--- src/rtl/mreq_hdr_pkg.sv ---
package mreq_hdr_pkg;
   localparam int DW_W        = 32;
   localparam int ADDR_W      = 64;
   localparam int LEN_W       = 10;
   localparam int RID_W       = 16;
   localparam int TAG_FIELD_W = 8;
   localparam int BE_W        = 4;
   localparam int MAX_HDR_DW  = 4;
   localparam int IDX_W       = $clog2(MAX_HDR_DW);
   localparam int RSVD_W      = 14;

   localparam logic [4:0] TYPE_MEM = 5'b00000;

   typedef logic [DW_W-1:0] dword_t;

   typedef struct packed {
      logic [ADDR_W-1:0] addr;
      logic [LEN_W-1:0]  len;
      logic              wr;
      logic [RID_W-1:0]  rid;
   } mreq_t;
endpackage

--- src/rtl/mreq_hdr_build.sv ---
module mreq_hdr_build
   import mreq_hdr_pkg::*;
#(
   parameter int TAG_W = 8
) (
   input  mreq_t                          req_i,
   input  logic [TAG_W-1:0]               tag_i,
   output logic [MAX_HDR_DW-1:0][DW_W-1:0] hdr_o,
   output logic                           long_o
);
   localparam int HALF_W = ADDR_W / 2;

   logic [TAG_FIELD_W-1:0] tag_f;
   logic [BE_W-1:0]        be_last;
   logic [DW_W-1:0]        addr_lo;
   logic [2:0]             fmt;

   generate
      if (TAG_W == TAG_FIELD_W) begin : g_tag_full
         assign tag_f = tag_i;
      end else begin : g_tag_pad
         assign tag_f = {{(TAG_FIELD_W-TAG_W){1'b0}}, tag_i};
      end
   endgenerate

   always_comb begin
      long_o   = |req_i.addr[ADDR_W-1:HALF_W];
      fmt      = {1'b0, req_i.wr, long_o};
      be_last  = (req_i.len == LEN_W'(1)) ? '0 : '1;
      addr_lo  = {req_i.addr[HALF_W-1:2], 2'b00};
      hdr_o[0] = {fmt, TYPE_MEM, {RSVD_W{1'b0}}, req_i.len};
      hdr_o[1] = {req_i.rid, tag_f, be_last, {BE_W{1'b1}}};
      hdr_o[2] = long_o ? req_i.addr[ADDR_W-1:HALF_W] : addr_lo;
      hdr_o[3] = addr_lo;
   end
endmodule

--- src/rtl/mreq_tag_ctr.sv ---
module mreq_tag_ctr #(
   parameter int TAG_W     = 8,
   parameter int TAG_RESET = 0
) (
   input  logic             clk,
   input  logic             rst_n,
   input  logic             step_i,
   output logic [TAG_W-1:0] tag_o
);
   always_ff @(posedge clk) begin
      if (!rst_n) begin
         tag_o <= TAG_W'(TAG_RESET);
      end else if (step_i) begin
         tag_o <= tag_o + 1'b1;
      end
   end
endmodule

--- src/rtl/mreq_beat_seq.sv ---
module mreq_beat_seq
   import mreq_hdr_pkg::*;
(
   input  logic             clk,
   input  logic             rst_n,
   input  logic             start_i,
   input  logic             long_i,
   input  logic             ready_i,
   output logic             valid_o,
   output logic             last_o,
   output logic [IDX_W-1:0] idx_o,
   output logic             load_o,
   output logic             done_o
);
   logic [IDX_W-1:0] final_idx;
   logic             take;

   always_comb begin
      final_idx = long_i ? IDX_W'(MAX_HDR_DW - 1) : IDX_W'(MAX_HDR_DW - 2);
      load_o    = start_i && !valid_o;
      last_o    = valid_o && (idx_o == final_idx);
      take      = valid_o && ready_i;
      done_o    = take && last_o;
   end

   always_ff @(posedge clk) begin
      if (!rst_n) begin
         valid_o <= 1'b0;
         idx_o   <= '0;
      end else if (load_o) begin
         valid_o <= 1'b1;
         idx_o   <= '0;
      end else if (take) begin
         if (last_o) begin
            valid_o <= 1'b0;
            idx_o   <= '0;
         end else begin
            idx_o   <= idx_o + 1'b1;
         end
      end
   end
endmodule

--- src/rtl/pcie_mreq_hdr_gen.sv ---
module pcie_mreq_hdr_gen
   import mreq_hdr_pkg::*;
#(
   parameter int TAG_W     = 8,
   parameter int TAG_RESET = 0
) (
   input  logic              clk,
   input  logic              rst_n,
   input  logic              start_i,
   input  logic [63:0]       addr_i,
   input  logic [9:0]        len_i,
   input  logic              wr_i,
   input  logic [15:0]       req_id_i,
   output logic              m_valid_o,
   input  logic              m_ready_i,
   output logic [31:0]       m_data_o,
   output logic              m_last_o
);
   generate
      if (TAG_W < 1 || TAG_W > TAG_FIELD_W) begin : g_bad_tag_w
         $error("TAG_W must lie in 1..8");
      end
      if (TAG_RESET < 0 || TAG_RESET >= (1 << TAG_W)) begin : g_bad_tag_rst
         $error("TAG_RESET must fit in TAG_W bits");
      end
   endgenerate

   mreq_t                           req_q;
   logic [TAG_W-1:0]                tag;
   logic [MAX_HDR_DW-1:0][DW_W-1:0] hdr;
   logic                            long_form;
   logic [IDX_W-1:0]                idx;
   logic                            load;
   logic                            done;

   always_ff @(posedge clk) begin
      if (!rst_n) begin
         req_q <= '0;
      end else if (load) begin
         req_q <= '{addr: addr_i, len: len_i, wr: wr_i, rid: req_id_i};
      end
   end

   mreq_beat_seq i_seq (
      .clk     (clk),
      .rst_n   (rst_n),
      .start_i (start_i),
      .long_i  (long_form),
      .ready_i (m_ready_i),
      .valid_o (m_valid_o),
      .last_o  (m_last_o),
      .idx_o   (idx),
      .load_o  (load),
      .done_o  (done)
   );

   mreq_tag_ctr #(.TAG_W(TAG_W), .TAG_RESET(TAG_RESET)) i_tag (
      .clk    (clk),
      .rst_n  (rst_n),
      .step_i (done),
      .tag_o  (tag)
   );

   mreq_hdr_build #(.TAG_W(TAG_W)) i_build (
      .req_i  (req_q),
      .tag_i  (tag),
      .hdr_o  (hdr),
      .long_o (long_form)
   );

   assign m_data_o = hdr[idx];
endmodule

--- config.mk ---
export PLATFORM = sky130hd
export DESIGN_NAME = pcie_mreq_hdr_gen
export DESIGN_NICKNAME = d
export VERILOG_FILES = /design/src/rtl/mreq_hdr_pkg.sv /design/src/rtl/mreq_hdr_build.sv /design/src/rtl/mreq_tag_ctr.sv /design/src/rtl/mreq_beat_seq.sv /design/src/rtl/pcie_mreq_hdr_gen.sv
export SDC_FILE = /design/constraint.sdc
export NUM_CORES = 1
export LEC_CHECK = 0
export ABC_AREA = 1
export BUFFER_PORTS_ARGS = -buffer_cell sky130_fd_sc_hd__buf_4
export CAP_MARGIN = 25
export CELL_PAD_IN_SITES_DETAIL_PLACEMENT = 1
export CELL_PAD_IN_SITES_GLOBAL_PLACEMENT = 2
export CORE_AREA = 2 2 124 126
export CTS_BUF_LIST = sky130_fd_sc_hd__clkbuf_8
export CTS_CLUSTER_DIAMETER = 200
export CTS_CLUSTER_SIZE = 16
export DETAILED_ROUTE_END_ITERATION = 10
export DIE_AREA = 0 0 126 128
export HOLD_SLACK_MARGIN = 0.15
export PLACE_DENSITY = 0.91
export SLEW_MARGIN = 10
export SYNTH_ARGS = -nofsm -noshare
export SYNTH_HDL_FRONTEND = slang
export SYNTH_SLANG_ARGS = --single-unit
--- constraint.sdc ---
create_clock -name clk -period 2.1 [get_ports clk]
set_input_delay 0.21 -clock clk [delete_from_list [all_inputs] [get_ports clk]]
set_output_delay 0.21 -clock clk [all_outputs]
set_load 0.01 [all_outputs]
Word level (Yosys, flattened, before mapping)

Index checks and enable logic that the tools add are counted.

Register bits after elaboration: 102
Input port bits: 95
Word-level logic and storage cells: 32
Output and inout bits: 34

Eq/ne operators: 2
Reduce and logical (&&, ||, !) cells: 10
Multiplexer cells: 9
Bitwise gates (word level): 1
Add/subtract/negate cells: 2
Order comparisons: 1

Operators by type and width:

| cell                                                                         | number |
|---|---|
| 32-bit binary-select mux with 2-bit select                                   | 1 |
| 32-bit 2-to-1 mux                                                            | 2 |
| 32-bit OR reduction                                                          | 1 |
| 10-bit by 1-bit equality test with 1-bit output, second input constant       | 1 |
| 8-bit by 1-bit adder with 8-bit output, second input constant                | 1 |
| 1-bit logical AND                                                            | 4 |
| 1-bit 2-to-1 mux                                                             | 4 |
| 4-bit 2-to-1 mux                                                             | 1 |
| 2-bit nonzero test                                                           | 2 |
| 2-bit by 3-bit less-than comparator with 1-bit output, second input constant | 1 |
| 2-bit by 1-bit adder with 2-bit output, second input constant                | 1 |
| 2-bit equality test                                                          | 1 |
| 2-bit 2-to-1 mux                                                             | 1 |
| 2-bit AND reduction                                                          | 1 |
| 2-bit OR reduction                                                           | 1 |
| 1-bit zero test                                                              | 1 |
| 1-bit NOT                                                                    | 1 |

Depth between registers and ports, before layout

Gate-level depths: netlist of run 1.

Depth in word-level cells: 7
Gate-level depth with buffers: 11
Depth with buffers taken out: 11

By module

From an unflattened synthesis of run 1, not the netlist that was laid out.

Cell total of the unflattened synthesis: 1077
Area total of the unflattened synthesis: 6552.5 um^2

Modules (own cells, without submodules):

| module            | cells an instance | instances | sequential area each (um^2) | area an instance (um^2) |
|---|---|---|---|---|
| pcie_mreq_hdr_gen | 768               | 1         | 1821.7                      | 4739.5 |
| mreq_hdr_build    | 228               | 1         | 0.0                         | 1268.7 |
| mreq_tag_ctr      | 48                | 1         | 160.2                       | 349.1 |
| mreq_beat_seq     | 33                | 1         | 60.1                        | 195.2 |

Worst setup path after synthesis of run 1

No wires, ideal clock.

Kind: register -> output
From: register req_q[62] in the netlist's numbering
To: output port m_data_o[10]
Required time: 1890 ps
Cell stages (with the launch flop): 11
Arrival: 1372 ps
Path buffers: 1
Slack: 518 ps
Cell sequence: dfxtp_1 > nor2_1 > nand2_1 > nor2_1 > nand2_1 > nor2_2 > nor2_2 > clkinv_2 > buf_2 > nor2_1 > o21ai_0

Cells in the longest elaborated chain, start to end: 4

Ends and longest elaborated chain:

| what                                       | RTL line                | RTL |
|---|---|---|
| start, declared                            | pcie_mreq_hdr_gen.sv:28 | `mreq_t req_q;` |
| start signal, assigned                     | pcie_mreq_hdr_gen.sv:40 | `req_q <= '{addr: addr_i, len: len_i, wr: wr_i, rid: req_id_i};` |
| 32-bit OR reduction                        | mreq_hdr_build.sv:27    | `long_o = \|req_i.addr[ADDR_W-1:HALF_W];` |
| 32-bit 2-to-1 mux                          | mreq_hdr_build.sv:33    | `hdr_o[2] = long_o ? req_i.addr[ADDR_W-1:HALF_W] : addr_lo;` |
| 32-bit binary-select mux with 2-bit select | pcie_mreq_hdr_gen.sv:71 | `assign m_data_o = hdr[idx];` |
| 32-bit 2-to-1 mux (not written as such)    | pcie_mreq_hdr_gen.sv:71 |  |
| end, declared                              | pcie_mreq_hdr_gen.sv:16 | `output logic [31:0] m_data_o,` |

No other way between the ends. The select of a mux whose other input is x is not followed.

Worst setup path in the final report of run 1

From: register req_q[76] in the netlist's numbering
To: output port m_data_o[17]

Cells in the longest elaborated chain, start to end: 4

Ends and longest elaborated chain:

| what                                           | RTL line |
|---|---|
| 32-bit OR reduction                            | mreq_hdr_build.sv:27 |
| 32-bit 2-to-1 mux (*)                          | mreq_hdr_build.sv:33 |
| 32-bit binary-select mux with 2-bit select (*) | pcie_mreq_hdr_gen.sv:71 |
| 32-bit 2-to-1 mux (not written as such) (*)    | pcie_mreq_hdr_gen.sv:71 |

Every way passes the cells marked *; elsewhere a longest branch is shown, timed or not. The select of a mux whose other input is x is not followed.

==> results of run 1 <==
==> synthesized netlist by cell type (2+ instances only) <==
| master | count | area [um^2] |
|---|---|---|
| nand4_1 | 8 | 50.1 |
| inv_1 | 13 | 48.8 |
| nand3_1 | 3 | 15.0 |
| xor2_1 | 6 | 52.6 |
| o21ai_1 | 5 | 25.0 |
| a21oi_1 | 13 | 65.1 |
| dfxtp_1 | 100 | 2000 |
| nor2_2 | 3 | 18.8 |
| buf_2 | 6 | 30.0 |
| a31oi_1 | 3 | 18.8 |
| clkbuf_1 | 34 | 128 |
| o21ai_0 | 136 | 681 |
| nor2_1 | 241 | 905 |
| buf_6 | 2 | 22.5 |
| a22oi_1 | 4 | 30.0 |
| nand2_1 | 46 | 173 |
| o22ai_1 | 5 | 31.3 |
| nor4_1 | 2 | 12.5 |
==> cells in the final DEF, fill, tap and decap left out, types with 2 or more instances in the layout <==
cell,count
nor4_1,2
nand2_2,5
nor2_4,21
dfxtp_1,68
o21ai_2,27
o21ai_0,86
buf_4,151
nand3_1,3
inv_2,2
xor2_1,6
buf_6,6
a21oi_1,13
nand2_1,41
nor2_2,25
clkinv_2,2
dfxtp_2,30
buf_16,2
nor2_1,198
o21ai_1,28
clkbuf_8,9
o22ai_2,2
buf_12,5
dfxtp_4,2
a22oi_1,4
a31oi_4,2
o22ai_1,3
dlygate4sd3_1,90
nand4_1,8
inv_1,14
==> cell type report <==
type | count | area share [%]
Sequential cell | 100 | 28.1
Tap cell | 188 | 3.23
Inverter | 16 | 0.893
Clock buffer | 9 | 1.70
Timing Repair Buffer | 254 | 31.0
Clock inverter | 5 | 0.652
Multi-Input combinational cell | 480 | 34.5
==> registers in the layout, indices dropped and copies added, names as in the netlist <==
name,count
i_seq.idx_o,2
i_seq.valid_o,1
i_tag.tag_o,8
req_q,89
==> cell families after synthesis <==
kind of cell / synth area share (%)
AO/OA/AOI/OAI: 19.7
XOR/XNOR: 1.40
adder cells (fa/ha/maj): 0.287
buffers and inverters: 5.53
flip-flops: 45.9
AND/OR/NAND/NOR: 27.2
==> worst paths after layout <==
path / from / end / slack [ps] / cells after the start
worst max-delay path: req_q[76]$_SDFFE_PN0P_ / m_data_o[17] / -110 / 11
worst min-delay path: rst_n / req_q[86]$_SDFFE_PN0P_ / 250 / 3
worst max register to register: req_q[72]$_SDFFE_PN0P_ / i_seq.idx_o[0]$_SDFFE_PP0P_ / 120 / 13
worst min register to register: i_tag.tag_o[7]$_SDFFE_PN0P_ / i_tag.tag_o[7]$_SDFFE_PN0P_ / 480 / 2
==> stage by stage <==
| stage | total power (W) | utilization (%) | cells |
|---|---|---|---|
| after floorplan | 0.00247 | - | 638 |
| after global placement | 0.00278 | 37.1 | 923 |
| after detailed placement | 0.00281 | 37.1 | 923 |
| after CTS | 0.00424 | 47.5 | 1045 |
| after global routing | 0.00451 | 49.0 | 1052 |
| final | 0.00430 | 49.0 | 1052 |
==> worst register-to-register path, stage by stage (launching register included) <==
cell and delay, ps:
dfxtp_2 370, nor2_1 50, nand2_1 110, nor2_2 50, nand2_2 80, nor2_4 40
nor2_4 140, clkinv_4 160, buf_16 180, buf_4 130, buf_4 160, nand3_4 130
nand2_1 120, nor3_1 170
==> power groups by stage <==
stage	combinational (W)	sequential [W]	clock (W)
after floorplan	0.000342	0.00213	0
after global placement	0.000629	0.00215	0
after detailed placement	0.000648	0.00216	0
after CTS	0.000897	0.00213	0.00121
after global routing	0.00105	0.00216	0.00130
final	0.000964	0.00215	0.00119
==> what timing repair did <==
action,4_1_cts,5_1_grt
gates cloned,2,0
pin swaps,32,20
hold buffers,90,0
buffers inserted,16,7
resized for setup,138,62
setup endpoints to repair,32,42
endpoints found under the hold margin,90,0
==> layer usage <==
layer	vias to the layer above	global-route usage [%]
li1	2523	-
met1	2545	27.5
met2	131	38.7
met3	25	4.38
met4	0	7.43
met5	-	0
==> results.cfg, run 1 <==
[run_status]
status = complete, but fails checks
violations = setup timing

[drt]
antenna_left = 0
wl_met1_um = 8010
num_vias = 5224
viasPerCell = 4.97
avgRoutedWirePerCell_um = 17.1
routed-wl-met2_um = 9010
dr.max_layer_used = met4
dr.pass1.iters = 6
drc_errors = 0
wl_um = 18000
drt-initial-drc-count = 257
wl_met3_um = 674

[floorplanning]
fp.dieArea_um2 = 16100
io_pins = 129
core_um2 = 14900
fp-row-count = 45
start_util_pct = 29.4
die_h_um = 128
die_w_um = 126

[cts]
cts_max_path_buffers = 2
tritoncts = built
htreeDepth = 3
cts_made_buffers = 9
clk_pin_slew_ps = 90
clock-sinks = 100
root_buffer = clkbuf_8
clk_latency_ps = 380

[timing]
max_freq_ghz = 0.453
fin_skew_ps = 8.28
setup_tns_ps = -1620
hold_violations = 0
whs_ps = 255
setup_viol = 30
relSlewSlack_pct = 44.3
tightest_slew_ps = 835
grt_setup_unrepaired = yes
period_needed_ps = 2210
fin_ws_ps = -110
finalCritPeriodShare_pct = 105
slew_viol_final = 0

[finish]
syn_to_final_growth_pct = 67.0
diodes = 0
final_nets = 957
n_fill_cell = 1782
fin_area_um2 = 7290
multiInputGateArea_um2 = 2510
seq_area_um2 = 2050
drive_above_1_share_pct = 34.3

[synth]
avgSynthCellArea_um2 = 6.84
synth-seq-cells = 100
synthFlopType = dfxtp_1
yosys_warnings = 0
synth_cell_types = 26
syn_area_um2 = 4370
synth_edf_count = 0
async_flop_share_pct = 0
synth_fp_nets = 734
ys_seq_area_share_pct = 45.9
synthCells = 638

[place]
place_hpwl_um = 10800
place_ws_ps = 148
gp_congestion = 0.820
port_buffers = 126
place_area_um2 = 5520

[power_and_ir_drop]
power.share.sequential_pct = 50.0
ir_worst_vdd_v = 0.000332
p_comb_share_pct = 22.4
swShare_pct = 28.8
power.share.clock_pct = 27.6
netSwitchingPower_w = 0.00124
leakagePower_nw = 3.12
p_int_w = 0.00306
powerDensity_nw_per_um2 = 589

[worst_setup_path]
cpPeakStageDelay_ps = 370
crit_family = simple AND/OR/NAND/NOR gates
worstSetupStartpointType = flop
required_ps = 1890
worstSetupPathType = flop to output port
critPathMaxFanout = 7
critPathCaptureType = output port
path_common_cell = nor2_4
cp.arrival_ps = 2000
critPathBufInv = 3
crit_chain = nor2_4 > nand2_2 > nor2_2 > nand2_2 > nor2_4 > nor2_4 > clkinv_4 > buf_12 > nor2_2 > o21ai_1 > buf_4
slowest_stage = dfxtp_4

[global_routing]
grt_max_degree = 90
grt_pass1_wl_um = 28700
antenna_found_initial = 0
grt_pass1_vias = 5651
grt_util_all_layers_pct = 22.2
grt_overflow = 0

[flow_run]
maxCapViolations = 0

[hold_path]
hold_class = primary input to flop
Power figures use the tool's default switching activity.
==> inputs of run 2 (changes only) <==
--- a/config.mk
+++ b/config.mk
@@ -5,17 +5,17 @@
 export SDC_FILE = /design/constraint.sdc
 export NUM_CORES = 1
 export LEC_CHECK = 0
-export ABC_AREA = 1
+export ABC_AREA = 0
 export BUFFER_PORTS_ARGS = -buffer_cell sky130_fd_sc_hd__buf_4
 export CAP_MARGIN = 25
 export CELL_PAD_IN_SITES_DETAIL_PLACEMENT = 1
 export CELL_PAD_IN_SITES_GLOBAL_PLACEMENT = 2
-export CORE_AREA = 2 2 124 126
+export CORE_AREA = 2 2 126 128
 export CTS_BUF_LIST = sky130_fd_sc_hd__clkbuf_8
 export CTS_CLUSTER_DIAMETER = 200
 export CTS_CLUSTER_SIZE = 16
 export DETAILED_ROUTE_END_ITERATION = 10
-export DIE_AREA = 0 0 126 128
+export DIE_AREA = 0 0 128 130
 export HOLD_SLACK_MARGIN = 0.15
 export PLACE_DENSITY = 0.91
 export SLEW_MARGIN = 10
==> results.cfg, run 2 <==
[cts]
clock-sinks = 100
root_buffer = clkbuf_8
htreeDepth = 3
clk_pin_slew_ps = 100
cts_max_path_buffers = 2
clk_latency_ps = 390
tritoncts = built
cts_made_buffers = 9

[worst_setup_path]
required_ps = 1890
worstSetupPathType = flop to output port
slowest_stage = dfxtp_2
path_common_cell = buf_6
crit_chain = nor4_4 > nand4_1 > buf_4 > buf_6 > nor2_4 > buf_12 > xnor2_2 > and3_4 > buf_6
reg2reg_depth = 9
cpPeakStageDelay_ps = 350
worstSetupStartpointType = flop
critPathMaxFanout = 6
cp.arrival_ps = 2560
critPathCaptureType = output port

[synth]
synthTopCellsByArea = dfxtp_1 (41%), nand2_1 (16%), a21boi_1 (14%), mux2i_1 (6.9%), o221ai_1 (3.4%)
synth_fa_ha_area_share_pct = 0.255
synth_simple_gate_area_share_pct = 24.9
synth-seq-cells = 100
syn_area_um2 = 4910
synthDominantCellAreaShare_pct = 40.7
synth_edf_count = 0
yosys.area.top_type = dfxtp_1
ys_top_cells_by_count = nand2_1 (216), dfxtp_1 (100), a21boi_1 (89)
avgSynthCellArea_um2 = 7.99
synth_mux_area_share_pct = 7.84
synthFlopType = dfxtp_1
synth_cell_types = 40
synth_top_family_by_area = simple AND/OR/NAND/NOR gates
synth-compound-area-share_pct = 21.9
yosys_warnings = 0
async_flop_share_pct = 0
yosysMostFrequentCell = nand2_1
synthCells = 615
ys_seq_area_share_pct = 40.7
synth_xor_area_share_pct = 0.178
synth_fp_nets = 711

[floorplanning]
die_w_um = 128
start_util_pct = 31.9
io_pins = 129
die_h_um = 130
fp.dieArea_um2 = 16600
fp-row-count = 46
core_um2 = 15400

[power_and_ir_drop]
power.share.sequential_pct = 49.0
ir_worst_vdd_v = 0.000298
leakagePower_nw = 3.14
swShare_pct = 29.1
power.share.clock_pct = 28.6
p_int_w = 0.00301
netSwitchingPower_w = 0.00124
powerDensity_nw_per_um2 = 532
p_comb_share_pct = 22.4

[run_status]
status = complete, but fails checks
violations = setup timing

[finish]
syn_to_final_growth_pct = 62.4
utilization_pct = 51.7
drive_above_1_share_pct = 32.7
stdcell_count = 1048
largest_reg_flops = 89
final_nets = 947
final_cell_mix = nand2_1 (214), buf_4 (165), dfxtp_1 (92)
fin_area_um2 = 7980
final_common_cell = nand2_1
n_fill_cell = 1756
largest_register = req_q
largest_registers = req_q (89), i_tag.tag_o (8), i_seq.idx_o (2)
diodes = 0

[timing]
fin_skew_ps = 10.9
tightest_slew_ps = 666
finalCritPeriodShare_pct = 132
period_needed_ps = 2770
max_freq_ghz = 0.362
slew_viol_final = 0
fin_ws_ps = -665
relSlewSlack_pct = 55.6
hold_violations = 0
grt_setup_unrepaired = yes
setup_viol = 37
setup_tns_ps = -18440

[hold_path]
min_path_cells = 4
hold_class = primary input to flop

[global_routing]
grt_util_all_layers_pct = 21.3
grt_pass1_wl_um = 27800
grt_max_degree = 75
grt_pass1_vias = 5582
grt_overflow = 0
antenna_found_initial = 1

[drt]
wl_um = 18300
antenna_left = 0
avgRoutedWirePerCell_um = 17.5
viasPerCell = 5.06
dr.pass1.iters = 4
num_vias = 5302
drc_errors = 0
drt-initial-drc-count = 237

[place]
post-place-cells = 933
place_area_um2 = 6340
gp_congestion = 0.822
port_buffers = 126
place_hpwl_um = 11600

[flow_run]
maxCapViolations = 0
[run 2: cell types whose count changed after synthesis, sizes merged, moves of 17 or more]
cell and delta:
nand3 +17, o21ai -137, o221ai +19, a21boi +90, nor2 -237, mux2i +34, nand2 +170
[run 2: power groups by stage]
| stage | clock network [W] | registers [W] | logic (W) |
|---|---|---|---|
| 2_1_floorplan | 0 | 0.00209 | 0.000346 |
| 3_3_place_gp | 0 | 0.00210 | 0.000686 |
| 3_5_place_dp | 0 | 0.00211 | 0.000708 |
| 4_1_cts | 0.00124 | 0.00207 | 0.000885 |
| 5_1_grt | 0.00131 | 0.00209 | 0.00103 |
| 6_report | 0.00121 | 0.00208 | 0.000951 |
[run 2: critical path: cells and delay by family (launching register included)]
family	cells	cell delay [ps]
XOR/XNOR	1	110
buffers and inverters	4	650
flip-flops	1	350
AND/OR/NAND/NOR	4	1050
[run 2: worst paths after layout]
kind | slack, ps | startpoint | end
min | 360 | m_ready_i | i_seq.idx_o[1]$_SDFFE_PP0P_
min reg2reg | 460 | req_q[2]$_SDFFE_PN0P_ | req_q[2]$_SDFFE_PN0P_
max reg2reg | -300 | req_q[86]$_SDFFE_PN0P_ | i_tag.tag_o[7]$_SDFFE_PN0P_
max | -670 | req_q[86]$_SDFFE_PN0P_ | m_last_o
[run 2: cells by family (layout without fill, tap and decap cells)]
group	after synthesis	count (layout)
and+or+nand+nor	283	283
AOI/OAI and AO/OA	141	141
DFF	100	100
buffers and inverters	51	292
muxes	38	38
adders and majority gates	1	1
xor gates and xnor gates	1	1
[run 2: routing by layer]
layer	part of all wire, %	track usage [%]	vias up
met5	0.060	0	-
met4	1.8	5.82	2
met3	3.6	5.37	25
met2	52	40.0	114
li1	-	-	2588
met1	43	23.9	2573
[run 2: repair_timing]
item,in CTS,in global routing
resized for setup,33,63
gates cloned,0,2
hold buffers,90,0
endpoints found under the setup margin,37,41
endpoints found under the hold margin,90,0
pin swaps,10,4
setup buffers,3,4
[run 2: metrics by stage]
step | hold slack (ps) | total power [W] | worst slack [ps]
finish | 358 | 0.00424 | -665
CTS | 299 | 0.00420 | -591
floorplan | 345 | 0.00244 | 3.49
global route | 383 | 0.00444 | -785
detailed placement | 451 | 0.00282 | -270
global placement | 440 | 0.00279 | -169
[run 2: layout make-up]
type                    count  area (um^2)  area share [%]
multi-input cells         464         3120            39.1
well taps                 192          240            3.01
inverters                   1         3.75          0.0470
clock buffers              11          151            1.90
repair buffers            275         2420            30.3
clock inverters             5         36.3           0.455
flip-flops and latches    100         2010            25.2
